--- src/rtl/recal_pkg.sv ---
package recal_pkg;

  localparam int DATA_W = 32;
  localparam logic [7:0]  CMD_KIND   = 8'h05;
  localparam logic [15:0] CMD_RECAL  = 16'h000A;

  typedef enum logic [2:0] {
    S_IDLE, S_WR, S_WB, S_RA, S_RD, S_DONE
  } seqState_e;

  typedef enum logic [1:0] {
    PH_CMD, PH_RSP, PH_CLR, PH_STA
  } phase_e;

  // strobes from control to datapath
  typedef struct packed {
    logic clrRes;
    logic ldCmd;
    logic ldClr;
    logic cntClr;
    logic cntInc;
    logic setPass;
    logic setFail;
    logic setTo;
    logic setErr;
    logic wrSelClr;
    logic rdSelSta;
  } dpCtl_t;

endpackage

--- src/rtl/recal_dp.sv ---
module recal_dp
  import recal_pkg::*;
#(
  parameter int          ADDR_W    = 32,
  parameter int          CNT_W     = 16,
  parameter logic [31:0] BASE_ADDR = 32'h0,
  parameter logic [31:0] CMD_OFS   = 32'h43C,
  parameter logic [31:0] RSP_OFS   = 32'h45C,
  parameter logic [31:0] STAT_OFS  = 32'h400
) (
  input  logic              clk,
  input  logic              rstN,
  input  dpCtl_t            ctl,
  input  logic              chanSel,
  input  logic [4:0]        instId,
  input  logic [CNT_W-1:0]  pollMax,
  input  logic [DATA_W-1:0] rdata,
  output logic [ADDR_W-1:0] awaddr,
  output logic [ADDR_W-1:0] araddr,
  output logic [DATA_W-1:0] wdata,
  output logic              pollLast,
  output logic              calPass,
  output logic              calFail,
  output logic              timeout,
  output logic              slvErr
);

  localparam logic [ADDR_W-1:0] CMD_ADDR = ADDR_W'(BASE_ADDR + CMD_OFS);
  localparam logic [ADDR_W-1:0] RSP_ADDR = ADDR_W'(BASE_ADDR + RSP_OFS);
  localparam logic [ADDR_W-1:0] STA_ADDR = ADDR_W'(BASE_ADDR + STAT_OFS);

  logic [CNT_W-1:0] pollCnt;
  logic [CNT_W:0]   pollNext;
  logic [2:0]       tgtType;

  assign tgtType  = chanSel ? 3'd2 : 3'd1;
  assign pollNext = {1'b0, pollCnt} + 1'b1;
  assign pollLast = pollNext >= {1'b0, pollMax};

  assign awaddr = ctl.wrSelClr ? RSP_ADDR : CMD_ADDR;
  assign araddr = ctl.rdSelSta ? STA_ADDR : RSP_ADDR;

  always_ff @(posedge clk) begin
    if (!rstN) begin
      wdata   <= '0;
      pollCnt <= '0;
    end else begin
      if (ctl.ldCmd)      wdata <= {tgtType, instId, CMD_KIND, CMD_RECAL};
      else if (ctl.ldClr) wdata <= rdata & ~DATA_W'(1);
      if (ctl.cntClr)      pollCnt <= '0;
      else if (ctl.cntInc) pollCnt <= pollCnt + 1'b1;
    end
  end

  always_ff @(posedge clk) begin
    if (!rstN || ctl.clrRes) begin
      calPass <= 1'b0;
      calFail <= 1'b0;
      timeout <= 1'b0;
      slvErr  <= 1'b0;
    end else begin
      if (ctl.setPass) calPass <= 1'b1;
      if (ctl.setFail) calFail <= 1'b1;
      if (ctl.setTo)   timeout <= 1'b1;
      if (ctl.setErr)  slvErr  <= 1'b1;
    end
  end

  p_one_outcome_r5: assert property (@(posedge clk) disable iff (!rstN)
    $onehot0({calPass, calFail, timeout, slvErr}));

  p_cmd_word_r1: assert property (@(posedge clk) disable iff (!rstN)
    $past(ctl.ldCmd) |-> wdata[23:0] == {CMD_KIND, CMD_RECAL});

  p_clr_bit0_r3: assert property (@(posedge clk) disable iff (!rstN)
    $past(ctl.ldClr) |-> !wdata[0]);

endmodule

--- src/rtl/recal_ctrl.sv ---
module recal_ctrl
  import recal_pkg::*;
(
  input  logic       clk,
  input  logic       rstN,
  input  logic       start,
  input  logic       awready,
  input  logic       wready,
  input  logic       bvalid,
  input  logic [1:0] bresp,
  input  logic       arready,
  input  logic       rvalid,
  input  logic [1:0] rresp,
  input  logic [1:0] rdLow,
  input  logic       pollLast,
  output logic       awvalid,
  output logic       wvalid,
  output logic       bready,
  output logic       arvalid,
  output logic       rready,
  output logic       busy,
  output logic       done,
  output dpCtl_t     ctl
);

  seqState_e state, stateNxt;
  phase_e    phase, phaseNxt;
  logic      awDone, wDone, awFin, wFin;

  assign awvalid = (state == S_WR) && !awDone;
  assign wvalid  = (state == S_WR) && !wDone;
  assign bready  = (state == S_WB);
  assign arvalid = (state == S_RA);
  assign rready  = (state == S_RD);
  assign busy    = (state != S_IDLE);
  assign done    = (state == S_DONE);

  assign awFin = awDone || (awvalid && awready);
  assign wFin  = wDone  || (wvalid && wready);

  always_comb begin
    stateNxt     = state;
    phaseNxt     = phase;
    ctl          = '0;
    ctl.wrSelClr = (phase == PH_CLR);
    ctl.rdSelSta = (phase == PH_STA);
    case (state)
      S_IDLE: if (start) begin
        ctl.clrRes = 1'b1;
        ctl.ldCmd  = 1'b1;
        phaseNxt   = PH_CMD;
        stateNxt   = S_WR;
      end
      S_WR: if (awFin && wFin) stateNxt = S_WB;
      S_WB: if (bvalid) begin
        if (bresp != 2'b00) begin
          ctl.setErr = 1'b1;
          stateNxt   = S_DONE;
        end else begin
          ctl.cntClr = 1'b1;
          phaseNxt   = (phase == PH_CMD) ? PH_RSP : PH_STA;
          stateNxt   = S_RA;
        end
      end
      S_RA: if (arready) stateNxt = S_RD;
      S_RD: if (rvalid) begin
        if (rresp != 2'b00) begin
          ctl.setErr = 1'b1;
          stateNxt   = S_DONE;
        end else if (phase == PH_RSP) begin
          if (rdLow[0]) begin
            ctl.ldClr = 1'b1;
            phaseNxt  = PH_CLR;
            stateNxt  = S_WR;
          end else if (pollLast) begin
            ctl.setTo = 1'b1;
            stateNxt  = S_DONE;
          end else begin
            ctl.cntInc = 1'b1;
            stateNxt   = S_RA;
          end
        end else begin
          if (rdLow[1]) begin          // failure wins over success
            ctl.setFail = 1'b1;
            stateNxt    = S_DONE;
          end else if (rdLow[0]) begin
            ctl.setPass = 1'b1;
            stateNxt    = S_DONE;
          end else if (pollLast) begin
            ctl.setTo = 1'b1;
            stateNxt  = S_DONE;
          end else begin
            ctl.cntInc = 1'b1;
            stateNxt   = S_RA;
          end
        end
      end
      S_DONE:  stateNxt = S_IDLE;
      default: stateNxt = S_IDLE;
    endcase
  end

  always_ff @(posedge clk) begin
    if (!rstN) begin
      state  <= S_IDLE;
      phase  <= PH_CMD;
      awDone <= 1'b0;
      wDone  <= 1'b0;
    end else begin
      state <= stateNxt;
      phase <= phaseNxt;
      if (state != S_WR) begin
        awDone <= 1'b0;
        wDone  <= 1'b0;
      end else begin
        awDone <= awFin;
        wDone  <= wFin;
      end
    end
  end

  p_aw_hold_r9: assert property (@(posedge clk) disable iff (!rstN)
    awvalid && !awready |=> awvalid);
  p_w_hold_r9: assert property (@(posedge clk) disable iff (!rstN)
    wvalid && !wready |=> wvalid);
  p_ar_hold_r9: assert property (@(posedge clk) disable iff (!rstN)
    arvalid && !arready |=> arvalid);
  p_done_pulse_r8: assert property (@(posedge clk) disable iff (!rstN)
    done |=> !done);

endmodule

--- src/rtl/recal_seq.sv ---
module recal_seq
  import recal_pkg::*;
#(
  parameter int          ADDR_W    = 32,
  parameter int          CNT_W     = 16,
  parameter logic [31:0] BASE_ADDR = 32'h0,
  parameter logic [31:0] CMD_OFS   = 32'h43C,
  parameter logic [31:0] RSP_OFS   = 32'h45C,
  parameter logic [31:0] STAT_OFS  = 32'h400
) (
  input  logic              clk,
  input  logic              rstN,
  input  logic              start,
  input  logic              chanSel,
  input  logic [4:0]        instId,
  input  logic [CNT_W-1:0]  pollMax,
  output logic              busy,
  output logic              done,
  output logic              calPass,
  output logic              calFail,
  output logic              timeout,
  output logic              slvErr,
  output logic              awvalid,
  input  logic              awready,
  output logic [ADDR_W-1:0] awaddr,
  output logic              wvalid,
  input  logic              wready,
  output logic [31:0]       wdata,
  output logic [3:0]        wstrb,
  input  logic              bvalid,
  output logic              bready,
  input  logic [1:0]        bresp,
  output logic              arvalid,
  input  logic              arready,
  output logic [ADDR_W-1:0] araddr,
  input  logic              rvalid,
  output logic              rready,
  input  logic [31:0]       rdata,
  input  logic [1:0]        rresp
);

  dpCtl_t ctl;
  logic   pollLast;

  assign wstrb = 4'hF;

  recal_ctrl i_ctrl (
    .clk, .rstN, .start, .awready, .wready, .bvalid, .bresp,
    .arready, .rvalid, .rresp, .rdLow(rdata[1:0]), .pollLast,
    .awvalid, .wvalid, .bready, .arvalid, .rready, .busy, .done, .ctl
  );

  recal_dp #(
    .ADDR_W(ADDR_W), .CNT_W(CNT_W), .BASE_ADDR(BASE_ADDR),
    .CMD_OFS(CMD_OFS), .RSP_OFS(RSP_OFS), .STAT_OFS(STAT_OFS)
  ) i_dp (
    .clk, .rstN, .ctl, .chanSel, .instId, .pollMax, .rdata,
    .awaddr, .araddr, .wdata, .pollLast,
    .calPass, .calFail, .timeout, .slvErr
  );

endmodule

--- config.mk ---
export PLATFORM = sky130hd
export DESIGN_NAME = recal_seq
export DESIGN_NICKNAME = d
export VERILOG_FILES = /design/src/rtl/recal_pkg.sv /design/src/rtl/recal_dp.sv /design/src/rtl/recal_ctrl.sv /design/src/rtl/recal_seq.sv
export SDC_FILE = /design/constraint.sdc
export NUM_CORES = 1
export LEC_CHECK = 0
export ABC_CLOCK_PERIOD_IN_PS = 3100
export BUFFER_PORTS_ARGS = -buffer_cell sky130_fd_sc_hd__buf_2
export CAP_MARGIN = 15
export CORE_ASPECT_RATIO = 0.8
export CORE_MARGIN = 1
export CORE_UTILIZATION = 42
export DETAILED_ROUTE_END_ITERATION = 12
export GPL_ROUTABILITY_DRIVEN = 0
export HOLD_SLACK_MARGIN = 0.06
export PLACE_DENSITY_LB_ADDON = 0.12
export SLEW_MARGIN = 20
export SYNTH_ARGS = -nofsm -noshare
export SYNTH_HDL_FRONTEND = slang
export SYNTH_SLANG_ARGS = --single-unit
--- constraint.sdc ---
create_clock -name clk -period 3.1 [get_ports clk]
set_clock_uncertainty 0.05 [all_clocks]
set_input_delay 0.155 -clock clk [delete_from_list [all_inputs] [get_ports clk]]
set_output_delay 0.155 -clock clk [all_outputs]
set_load 0.03 [all_outputs]
# After elaboration in Yosys (flattened, before gate mapping)
# Index checks and enable logic that the tools add are counted.
# op_classes
n_addsub	2
n_bitwise	1
n_eq_ne	18
reduce_logical	23
n_lt_le_gt_ge	1
muxes	54
# ops
op	n
two-way mux 32 bit	2
two-way mux 3 bit	12
two-way mux 2 bit	13
two-way mux 1 bit	19
adder 16 x 1 -> 17 bit (second input constant)	1
greater-or-equal comparator 17 x 16 -> 1 bit	1
adder 16 x 1 -> 16 bit (second input constant)	1
case mux 3 bit (5 select lines)	1
two-way mux 7 bit	2
inequality test 2 bit (second input constant)	6
two-way mux 4 bit	2
AND reduction 8 bit	1
== test 3 x 2 -> 1 bit (second input constant)	2
== test 3 bit (second input constant)	2
inequality test 2 x 1 -> 1 bit (second input constant)	3
case mux 2 bit (3 select lines)	1
nonzero test 2 bit	3
nonzero test 3 bit	2
OR reduction 2 bit	3
logical AND 1 bit	5
two-way mux 5 bit	1
AND reduction 5 bit	1
== test 2 bit (second input constant)	2
== test 3 x 1 -> 1 bit (second input constant)	1
other kinds (8)	12
# totals
regBits	58
out_inout_bits	111
elab_cells	110

# Longest topological paths before layout
# Gate-level depths: netlist (run 1).
# depth
ltp_word	9
mapped_depth	15

# Modules after synthesis
# From an unflattened synthesis (run 1), not the netlist that was laid out.
# unflattened
cells_unflattened	450
hier_area_um2	3782.4
# by_module_without_submodules
module	area_each_um2	seq_area_each_um2	instances	cells_each
recal_dp	3171.8	1021.0	1	365
recal_ctrl	576.8	140.1	1	80
recal_seq	33.8	0.0	1	5

# Worst setup path after synthesis (run 1)
# No wires, ideal clock.
# synth_timing
kind	register to register
from	register i_dp.pollCnt[0]
to	register i_ctrl.state[2]
arrival_time_ns	3.176
t_required_ns	2.933
path_stages_with_launch	15
path_slack_ns	-0.243
period_less_slack_ns	3.343
cell_sequence	dfxtp_1 > ha_1 > nand3_1 > or2_1 > nor2_4 > nand3_1 > nor2_1 > xor2_1 > ha_1 > nand3_1 > o211ai_1 > nor3_1 > o21ai_0 > a222oi_1 > and4b_1
# synth_between
elab_chain_cells	9
# synth_rtl
element	line_no	source
from (decl)	recal_dp.sv:32	logic [CNT_W-1:0] pollCnt;
from (signal assigned)	recal_dp.sv:51	else if (ctl.cntInc) pollCnt <= pollCnt + 1'b1;
adder 16 x 1 -> 17 bit (*)	recal_dp.sv:37	assign pollNext = {1'b0, pollCnt} + 1'b1;
net i_dp.pollNext[14]	recal_dp.sv:33	logic [CNT_W:0] pollNext;
greater-or-equal comparator 17 x 16 -> 1 bit (*)	recal_dp.sv:38	assign pollLast = pollNext >= {1'b0, pollMax};
two-way mux 3 bit (*)	recal_ctrl.sv:75, recal_ctrl.sv:89	
two-way mux 3 bit	recal_ctrl.sv:86	end else if (rdLow[0]) begin
two-way mux 3 bit	recal_ctrl.sv:83	if (rdLow[1]) begin
two-way mux 3 bit (*)	recal_ctrl.sv:70	end else if (phase == PH_RSP) begin
two-way mux 3 bit (*)	recal_ctrl.sv:67	if (rresp != 2'b00) begin
two-way mux 3 bit (*)	recal_ctrl.sv:66	S_RD: if (rvalid) begin
case mux 3 bit (5 select lines) (*)	recal_ctrl.sv:47	case (state)
to (signal assigned)	recal_ctrl.sv:110	state <= stateNxt;
to (decl)	recal_ctrl.sv:26	seqState_e state, stateNxt;
# Mark *: on every way through the listed nets, which the timed path passes. The rest lies on a longest branch. The select of a mux whose other input is x is not followed.
# A chain may end at the register's enable or synchronous reset.

# Worst setup path in the final report (run 1)
# layout_timing
from	register i_dp.pollCnt[1]
to	register i_dp.pollCnt[7]
# layout_between
elab_chain_cells	9
# layout_rtl
element	line_no
adder 16 x 1 -> 17 bit (*)	recal_dp.sv:37
net i_dp.pollNext[15]	recal_dp.sv:33
greater-or-equal comparator 17 x 16 -> 1 bit (*)	recal_dp.sv:38
two-way mux 1 bit (*)	recal_ctrl.sv:75, recal_ctrl.sv:89
two-way mux 1 bit (*)	recal_ctrl.sv:71, recal_ctrl.sv:86
two-way mux 2 bit	recal_ctrl.sv:83
two-way mux 1 bit (*)	recal_ctrl.sv:70
two-way mux 4 bit (*)	recal_ctrl.sv:67
two-way mux 5 bit (*)	recal_ctrl.sv:66
two-way mux 4 bit (*)	recal_ctrl.sv:47
# Mark *: on every way through the listed nets, which the timed path passes. The rest lies on a longest branch.

==> results of run 1 <==
[routing by layer]
layer / wire length [microns] / vias to the layer above / GRT usage
li1: - / 1811 / -
met1: 4240 / 1605 / 0.268
met2: 4510 / 151 / 0.361
met3: 520 / 10 / 0.0515
met4: 112 / 0 / 0.0341
met5: 0 / - / 0
[logic make-up after synthesis]
logic type,Yosys count,share of synthesized area
AND/OR/NAND/NOR,156,0.217
buffers and inverters,109,0.186
AO/OA/AOI/OAI,101,0.173
flip-flops,58,0.320
adder cells (fa/ha/maj),17,0.0586
XOR/XNOR,16,0.0386
other,2,0.00207
multiplexers,2,0.00551
[metrics by stage]
step / setup WS, ps / power, mW / util / cells / hold slack (ps)
after global routing: -169 / 2.06 / 0.606 / 745 / 80.8
final: -31.7 / 1.96 / 0.606 / 745 / 80.2
after detailed placement: -242 / 1.22 / 0.521 / 690 / 353
after CTS: 4.94 / 1.98 / 0.592 / 739 / 70.8
after floorplan: -1.89 / 1.17 / - / 522 / 234
after global placement: -130 / 1.22 / 0.521 / 690 / 345
[state kept, by name, summed over array words and instances, names as in the netlist]
signal,count
i_ctrl.awDone,1
i_ctrl.phase,2
i_ctrl.state,3
i_ctrl.wDone,1
i_dp.calFail,1
i_dp.calPass,1
i_dp.pollCnt,16
i_dp.slvErr,1
i_dp.timeout,1
i_dp.wdata,31
[final timing paths]
| check | cells past startpoint | start | slack, ps | end |
|---|---|---|---|---|
| setup reg to reg | 13 | i_dp.pollCnt[1] | -30 | i_dp.pollCnt[7] |
| setup / recovery | 13 | i_dp.pollCnt[1] | -30 | i_dp.pollCnt[7] |
| hold reg to reg | 2 | i_dp.wdata[14] | 400 | i_dp.wdata[14] |
| hold / removal | 3 | rdata[18] | 80 | i_dp.wdata[18] |
[synth_stat cells, types with 2 or more instances]
cell      instances
conb_1            2
dfxtp_1          58
xnor2_1          10
nor3b_1           3
o21ai_0          21
o211ai_1          4
buf_2             2
inv_1            25
ha_1             17
a21oi_1          42
nand4_1           6
a21boi_0          8
nor2b_1           2
mux2i_1           2
or3_2             2
nor3_1           12
nor2_1           27
xor2_1            6
o31ai_1           3
and2_1            3
nand2_1          55
buf_4            68
or4_1             2
o22ai_1           3
a211oi_1          3
or3_1            10
nand3_1          17
a22oi_1           5
nor4_1            3
and3_1            3
clkbuf_1         13
[worst max-delay path, cell delays in order (launching register included)]
cell and delay [ps]:
dfxtp_2 340, and3_4 200, nand4_4 100, or2_4 250, or3_4 350, xnor2_2 140, ha_1 330, a21oi_1 140
o211ai_1 110, nor3_2 140, buf_6 190, o211ai_4 120, or3_2 450, a21oi_2 160
[final cells by class]
cell class,instances,area share
clock buffers,9,0.0250
clock inverters,6,0.0167
inverters,25,0.0190
multi-input cells,358,0.442
flip-flops and latches,58,0.236
well taps,108,0.0273
repair buffers,181,0.234
[power by group through the flow]
stage               logic (mW)  clock network (mW)  registers, mW
finish                   0.432               0.727          0.801
global placement         0.400                   0          0.816
global route             0.472               0.785          0.805
detailed placement       0.402                   0          0.817
floorplan                0.334                   0          0.839
CTS                      0.429               0.748          0.800
[what timing repair did]
item | 4_1_cts | 5_1_grt
cloned | 2 | 1
gates resized for setup | 7 | 19
hold buffers | 26 | 0
buffers inserted | 6 | 5
endpoints found under the setup margin | 17 | 19
pin swaps | 6 | 10
hold endpoints to repair | 26 | 0
==> impl_metrics.csv, run 1 <==
group,metric,value,unit
run_status,status,"complete, but fails checks",
run_status,violations,"negative setup slack",
worst_setup_path,worstPathMaxFanout,6,
cts,root_buffer,"clkbuf_8",
global_routing,grt_pass1_wl,15.1,mm
timing,finalHoldViolCount,0,
finish,mostFrequentLayoutCells,"buf_2 (113), conb_1 (63), nand2_1 (55)",
finish,drive_above_1_share,0.331,
logic_synthesis,async_flop_share,0,
die,rows,29,
timing,slew_violations,0,
route,drc,0,
place,io_buffers,113,
logic_synthesis,seq_area_frac_synth,0.320,
die,num_io_pins,177,
power_and_ir_drop,clock_power_share,0.371,
finish,regArea,1170,sq um
timing,setup_slack,-31.7,ps
global_routing,antenna_found_initial,0,
worst_setup_path,crit_path_start_kind,"register",
cts,clock_latency,320,ps
power_and_ir_drop,switching_share,0.311,
finish,diodes,0,
die,die_h,85.2,microns
cts,cts_tree,"yes",
route,vias_per_cell,4.80,
logic_synthesis,syn_area_per_cell,7.88,sq um
logic_synthesis,syn_area,3630,sq um
power_and_ir_drop,switchingPower,610,uW
timing,fin_tns_setup,-39.7,ps
power_and_ir_drop,internal_power,1.35,mW
cts,htree_num_levels,3,
worst_setup_path,cp_data_arrival_time,3340,ps
finish,final_cell_area,4950,sq um
die,initial_core_util,0.445,
timing,fmax,319,MHz
timing,rsz0062_at_grt,"yes",
logic_synthesis,yosysWarnings,0,
finish,multi_input_area,2190,sq um
route,ant_nets,0,
global_routing,grtUsageTotal,0.209,
logic_synthesis,ys_top_cells_by_area,"dfxtp_1 (32%), buf_4 (14%), ha_1 (5.9%), a21oi_1 (5.8%), nand2_1 (5.7%)",
worst_setup_path,path_class,"register to register",
logic_synthesis,ys_types,55,
die,die_area,9020,sq um
cts,path_clk_slew,70,ps
cts,cts_max_path_buffers,2,
global_routing,grt-ovfl-total,0,
route,wl_per_cell,12.6,microns
power_and_ir_drop,leakage,2.42,nW
logic_synthesis,syn-instance-count,461,
power_and_ir_drop,pwr_density_cell,396,nW/um^2
worst_setup_path,cp-end-kind,"register",
route,wl,9.38,mm
die,die_w,106,microns
timing,period_minus_slack,3130,ps
hold_path,worst_hold_path_type,"input port to register",
timing,relSlewSlack,0.446,
die,coreArea,8160,sq um
timing,setup_viol,2,
global_routing,grt_pass1_vias,3219,
timing,final.period_utilization,1.01,
global_routing,grt_max_degree,34,
cts,cts_inserted_buffers,9,
flow_run,cap_viol_max_count,0,
finish,final_common_cell,"buf_2",
power_and_ir_drop,power_frac_seq,0.409,
route,vias,3577,
logic_synthesis,yosys.area.top_type_share,0.320,
finish,area_growth,36.3,%
place,dp_hpwl,6.55,mm
power_and_ir_drop,p_comb_frac,0.221,
logic_synthesis,synth_edf_count,0,
timing,tightest_slew,829,ps
route,drt_iter0_drc,186,
worst_setup_path,worstPathRequired,3300,ps
power_and_ir_drop,ir_worst_vdd,324,uV
cts,clock_sinks,58,
logic_synthesis,synthFlopType,"dfxtp_1",
finish,fill_cells,744,
route,drt_pass1_iterations,4,
logic_synthesis,synth-seq-cells,58,
place,place_area,4260,sq um
finish,final_nets,716,
logic_synthesis,yosysTopAreaCell,"dfxtp_1",
(Power assumes the default switching activity.)
==> inputs of run 2 (changes only) <==
--- a/config.mk
+++ b/config.mk
@@ -5,12 +5,12 @@
 export SDC_FILE = /design/constraint.sdc
 export NUM_CORES = 1
 export LEC_CHECK = 0
-export ABC_CLOCK_PERIOD_IN_PS = 3100
+export ABC_CLOCK_PERIOD_IN_PS = 3010
 export BUFFER_PORTS_ARGS = -buffer_cell sky130_fd_sc_hd__buf_2
 export CAP_MARGIN = 15
 export CORE_ASPECT_RATIO = 0.8
 export CORE_MARGIN = 1
-export CORE_UTILIZATION = 42
+export CORE_UTILIZATION = 47
 export DETAILED_ROUTE_END_ITERATION = 12
 export GPL_ROUTABILITY_DRIVEN = 0
 export HOLD_SLACK_MARGIN = 0.06
==> constraint.sdc (replaced) <==
create_clock -name clk -period 3.01 [get_ports clk]
set_clock_uncertainty 0.05 [all_clocks]
set_input_delay 0.1505 -clock clk [delete_from_list [all_inputs] [get_ports clk]]
set_output_delay 0.1505 -clock clk [all_outputs]
set_load 0.03 [all_outputs]
==> impl_metrics.csv, run 2 (synthesis results as in run 1) <==
group,metric,value,unit
global_routing,grtUsageTotal,0.212,
worst_setup_path,r2r_slack,-60,ps
power_and_ir_drop,switching_share,0.324,
global_routing,grt-ovfl-total,0,
cts,htree_num_levels,3,
hold_path,worst_hold_path_type,"input port to register",
cts,cts_inserted_buffers,9,
worst_setup_path,crit_chain,"and3_4, nand4_4, or2_4, or3_4, xnor2_2, ha_4, a21oi_2, o211ai_1, nor3_2, buf_6, o211ai_4, buf_6, or3_4, a21oi_2",
worst_setup_path,r2r_cells,14,
timing,finalHoldViolCount,0,
timing,final.period_utilization,1.02,
finish,final_core_util,0.670,
cts,clock_sinks,58,
die,num_io_pins,177,
timing,slew_violations,0,
timing,fin_tns_setup,-274,ps
finish,drive_above_1_share,0.331,
cts,cts_tree,"yes",
place,io_buffers,113,
route,ant_nets,0,
route,drc,0,
flow_run,cap_viol_max_count,0,
timing,setup_slack,-55.3,ps
cts,path_clk_slew,70,ps
finish,fill_cells,622,
run_status,status,"complete, but fails checks",
worst_setup_path,cp_data_arrival_time,3280,ps
finish,largest_reg_flops,31,
timing,setup_viol,11,
route,vias,3628,
worst_setup_path,slowest_delay,360,ps
timing,period_minus_slack,3070,ps
global_routing,grt_max_degree,34,
power_and_ir_drop,leakage,2.36,nW
finish,top_register,"i_dp.wdata",
global_routing,antenna_found_initial,0,
cts,cts_max_path_buffers,2,
die,coreArea,7430,sq um
die,initial_core_util,0.489,
hold_path,hold_depth,3,
worst_setup_path,worstSetupPathDepth,14,
worst_setup_path,crit_buf_inv,2,
place,dp_hpwl,6.25,mm
route,drt_pass1_iterations,4,
power_and_ir_drop,power_frac_seq,0.396,
route,wl_per_cell,12.2,microns
timing,rsz0062_at_grt,"yes",
cts,clock_latency,340,ps
finish,diodes,0,
cts,root_buffer,"clkbuf_8",
power_and_ir_drop,ir_worst_vdd,318,uV
die,rows,28,
timing,tightest_slew,813,ps
die,die_w,100,microns
power_and_ir_drop,internal_power,1.41,mW
finish,reg_top3,"i_dp.wdata x31, i_dp.pollCnt x16, i_ctrl.state x3",
finish,final_nets,719,
worst_setup_path,path_class,"register to register",
worst_setup_path,cp-end-kind,"register",
timing,fmax,326,MHz
die,die_h,80.6,microns
finish,mostFrequentLayoutCells,"buf_2 (113), conb_1 (63), nand2_1 (55)",
global_routing,grt_pass1_wl,13.5,mm
route,drt_iter0_drc,106,
route,vias_per_cell,4.86,
timing,relSlewSlack,0.457,
finish,final_common_cell,"buf_2",
worst_setup_path,worstPathRequired,3230,ps
worst_setup_path,path_delay_family,"simple AND/OR/NAND/NOR gates",
route,wl,9.09,mm
run_status,violations,"negative setup slack",
finish,area_growth,37.1,%
power_and_ir_drop,switchingPower,674,uW
worst_setup_path,cp_slowest_cell,"dfxtp_2",
global_routing,grt_pass1_vias,2964,
worst_setup_path,worstPathMaxFanout,6,
die,die_area,8080,sq um
power_and_ir_drop,p_comb_frac,0.215,
power_and_ir_drop,pwr_density_cell,418,nW/um^2
worst_setup_path,crit_path_start_kind,"register",
power_and_ir_drop,clock_power_share,0.389,
[run 2: changes by cell type in the layout (fill, tap and decap cells not counted), sizes merged]
cell / before / now
inv: 25 / 27
clkinvlp: 1 / 2
clkinv: 3 / 1
dlygate4sd3: 26 / 27
buf: 155 / 157
[run 2: worst reg2reg max path, delay by kind of cell, from the launching register on]
family / cells / cell delay, ps
compound gates: 4 / 500
xor+xnor: 1 / 170
fa+ha+maj: 1 / 240
buf+inv: 2 / 330
flops: 1 / 360
simple gates: 6 / 1350
[run 2: area by class of cell]
cell class / instances / area [sq um] / area share
flip-flops and latches: 58 / 1170 / 0.234
clock inverters: 7 / 101 / 0.0204
clock buffers: 9 / 124 / 0.0249
multi-input cells: 358 / 2170 / 0.436
inverters: 25 / 93.8 / 0.0188
repair buffers: 184 / 1190 / 0.239
well taps: 105 / 131 / 0.0264
[run 2: metal layers]
| metal | vias to the layer above | track usage | share of wire |
|---|---|---|---|
| met2 | 156 | 0.373 | 0.49 |
| met1 | 1643 | 0.258 | 0.43 |
| li1 | 1812 | - | - |
| met4 | 0 | 0.0681 | 0.021 |
| met3 | 17 | 0.0470 | 0.060 |
| met5 | - | 0 | 0 |
[run 2: what timing repair did]
item / 4_1_cts / 5_1_grt
gates cloned: 2 / 1
resized for setup: 6 / 13
hold buffers: 27 / 0
endpoints found under the setup margin: 18 / 19
pin swaps: 10 / 15
endpoints found under the hold margin: 27 / 0
buffers inserted: 5 / 5
[run 2: path summary, 6_finish.rpt]
path / from / endpoint
max: i_dp.pollCnt[0] / i_dp.pollCnt[2]
max reg2reg: i_dp.pollCnt[0] / i_dp.pollCnt[2]
min reg2reg: i_dp.wdata[17] / i_dp.wdata[17]
min: rdata[25] / i_dp.wdata[25]
[run 2: power by group through the flow]
stage / clock network (mW) / logic, mW / registers (mW)
after floorplan: 0 / 0.344 / 0.864
after global placement: 0 / 0.410 / 0.840
after detailed placement: 0 / 0.413 / 0.841
after CTS: 0.830 / 0.442 / 0.824
after global routing: 0.862 / 0.483 / 0.829
final: 0.810 / 0.446 / 0.825
[run 2: stage by stage]
step / cells / instance area, sq um / setup WS, ps / power [mW] / hold WS (ps)
3_5_place_dp: 690 / 4270 / -292 / 1.25 / 348
4_1_cts: 740 / 4860 / -128 / 2.10 / 60.8
2_1_floorplan: 522 / 3900 / -91.4 / 1.21 / 230
5_1_grt: 746 / 4980 / -202 / 2.17 / 79.9
3_3_place_gp: 690 / 4270 / -198 / 1.25 / 334
6_report: 746 / 4980 / -55.3 / 2.08 / 66.0
==> inputs of run 3 (changes only) <==
--- a/config.mk
+++ b/config.mk
@@ -5,6 +5,7 @@
 export SDC_FILE = /design/constraint.sdc
 export NUM_CORES = 1
 export LEC_CHECK = 0
+export ABC_AREA = 1
 export ABC_CLOCK_PERIOD_IN_PS = 3010
 export BUFFER_PORTS_ARGS = -buffer_cell sky130_fd_sc_hd__buf_2
 export CAP_MARGIN = 15
==> impl_metrics.csv, run 3 <==
group,metric,value,unit
die,initial_core_util,0.484,
route,vias_per_cell,4.59,
finish,area_growth,34.7,%
place,dp_cells,703,
worst_setup_path,r2r_slack,20,ps
die,num_io_pins,177,
cts,clock_latency,330,ps
finish,top_register,"i_dp.wdata",
route,met3_length,518,microns
route,m1WireLength,4.11,mm
timing,finalHoldViolCount,0,
logic_synthesis,synthFlopType,"dfxtp_1",
power_and_ir_drop,leakage,2.44,nW
hold_path,worst_hold_path_type,"input port to register",
finish,fin_cells,768,
logic_synthesis,syn_area_per_cell,7.17,sq um
route,top_layer_used,"met4",
worst_setup_path,path_class,"register to register",
timing,slew_violations,0,
timing,tightest_slew,535,ps
worst_setup_path,worstReg2RegEnd,"i_dp.pollCnt[2]",
place,io_buffers,113,
global_routing,antenna_found_initial,0,
logic_synthesis,ys_top_cells_by_area,"dfxtp_1 (32%), buf_4 (14%), nand2_1 (11%), ha_1 (5.9%), a21oi_1 (5.9%)",
cts,root_buffer,"clkbuf_8",
global_routing,grt_max_degree,27,
worst_setup_path,r2r_cells,18,
logic_synthesis,yosys-top-cells-count,"nand2_1 (108), buf_4 (69), dfxtp_1 (58)",
die,die_h,80.0,microns
route,wl,9.01,mm
logic_synthesis,ys_types,36,
finish,mostFrequentLayoutCells,"buf_2 (113), nand2_1 (102), conb_1 (63)",
cts,path_clk_slew,70,ps
finish,final_common_cell,"buf_2",
route,wl_met2,4.33,mm
timing,relSlewSlack,0.643,
finish,largest_reg_flops,31,
logic_synthesis,yosysTopAreaCell,"dfxtp_1",
logic_synthesis,yosysWarnings,0,
cts,cts_inserted_buffers,9,
cts,htree_num_levels,3,
worst_setup_path,cp_data_arrival_time,3150,ps
global_routing,grt-ovfl-total,0,
power_and_ir_drop,pwr_density_cell,522,nW/um^2
power_and_ir_drop,ir_worst_vdd,595,uV
logic_synthesis,synth-seq-cells,58,
route,wl_per_cell,11.7,microns
logic_synthesis,syn_area,3580,sq um
hold_path,hold_end,"i_ctrl.state[2]",
timing,setup_viol,0,
timing,period_minus_slack,2990,ps
power_and_ir_drop,fin_total_pwr,2.52,mW
hold_path,hold_depth,4,
worst_setup_path,worstPathRequired,3170,ps
hold_path,min_from,"rvalid",
global_routing,grt_pass1_wl,13.3,mm
route,drc,0,
logic_synthesis,seq_area_frac_synth,0.325,
finish,drive_above_1_share,0.305,
timing,rsz0062_at_grt,"yes",
logic_synthesis,async_flop_share,0,
die,rows,28,
finish,reg_top3,"i_dp.wdata x31, i_dp.pollCnt x16, i_ctrl.state x3",
timing,fmax,335,MHz
worst_setup_path,rr_startpoint,"i_dp.pollCnt[0]",
cts,cts_tree,"yes",
route,drt_pass1_iterations,4,
route,ant_nets,0,
flow_run,cap_viol_max_count,0,
cts,cts_max_path_buffers,2,
die,die_w,99.5,microns
logic_synthesis,yosysMostFrequentCell,"nand2_1",
logic_synthesis,yosys.area.top_type_share,0.325,
logic_synthesis,syn-instance-count,499,
worst_setup_path,worstPathMaxFanout,10,
cts,clock_sinks,58,
timing,fin_tns_setup,0,ps
route,vias,3528,
timing,final.period_utilization,0.992,
global_routing,grt_pass1_vias,2912,
place,dp_hpwl,6.17,mm
worst_setup_path,crit_path_start_kind,"register",
logic_synthesis,synth_edf_count,0,
run_status,status,"finished clean",
route,drt_iter0_drc,152,
global_routing,grtUsageTotal,0.212,
worst_setup_path,cp-end-kind,"register",
finish,final_nets,741,
die,coreArea,7390,sq um
die,die_area,7970,sq um
finish,diodes,0,
-- run 3: worst max path at each step --
stage	start	end	slack (ps)	depth (start not counted)
final	i_dp.pollCnt[0]	i_dp.pollCnt[2]	20	18
after global routing	i_dp.pollCnt[0]	i_dp.pollCnt[0]	-180	18
after CTS	i_dp.pollCnt[0]	i_dp.pollCnt[5]	10	18
after detailed placement	i_dp.pollCnt[0]	i_dp.pollCnt[9]	-40	18
after global placement	i_dp.pollCnt[0]	i_dp.pollCnt[0]	160	16
after floorplan	i_dp.pollCnt[0]	i_dp.pollCnt[15]	400	19
-- run 3: worst max-delay path, cell delays in order (launching register included) --
cell     delay (ps)
dfxtp_4         370
nand2_4          60
nor2_4          120
nand4_1         160
nor3_2          320
buf_4           190
nand2_4          50
xor2_2          160
ha_1            330
nand2_1         100
nor2_1           50
nand4_1          90
nand2_1          70
nand2_2          80
nand3_4         120
nor2_4          150
nand2_4         120
o21ai_1         210
a21oi_1          70
-- run 3: through the flow --
stage               hold slack [ps]  cell area [sq um]   util  setup WS [ps]
global route                   87.4               4820  0.652           -181
finish                         85.8               4820  0.652           24.3
detailed placement              357               3960  0.536          -37.3
floorplan                       243               3810      -            398
CTS                            66.5               4590  0.621           13.8
global placement                352               3960  0.536            163
-- run 3: where the power goes --
group | internal [mW] | total (mW) | switching (mW)
combinational | 0.242 | 0.819 | 0.577
sequential | 0.822 | 0.861 | 0.0387
clock | 0.532 | 0.837 | 0.304
total | 1.60 | 2.52 | 0.920
-- run 3: logic make-up after synthesis --
kind of cell | Yosys count | synth area share
fa+ha+maj | 17 | 0.0595
buf+inv | 138 | 0.221
other cells | 2 | 0.00210
xor+xnor | 15 | 0.0367
simple gates | 189 | 0.230
compound gates | 80 | 0.126
flops | 58 | 0.325
-- run 3: per-layer routing --
metal,vias up,GRT usage
met1,1604,0.283
met3,6,0.0464
li1,1773,-
met5,-,0
met2,145,0.347
met4,0,0.0529
-- run 3: area by class of cell --
| class | instances | area (sq um) |
|---|---|---|
| Fill cell | 659 | 2570 |
| Inverter | 60 | 225 |
| Multi-Input combinational cell | 365 | 2000 |
| Sequential cell | 58 | 1170 |
| Clock inverter | 4 | 72.6 |
| Timing Repair Buffer | 164 | 1050 |
| Clock buffer | 12 | 165 |
| Tap cell | 105 | 131 |
-- run 3: timing repair --
item | in CTS | in global routing
pin swaps | 1 | 21
endpoints found under the hold margin | 31 | 0
endpoints found under the setup margin | 14 | 19
resized for setup | 1 | 43
hold buffers | 37 | 0
buffers inserted | 2 | 9
cloned | 0 | 1
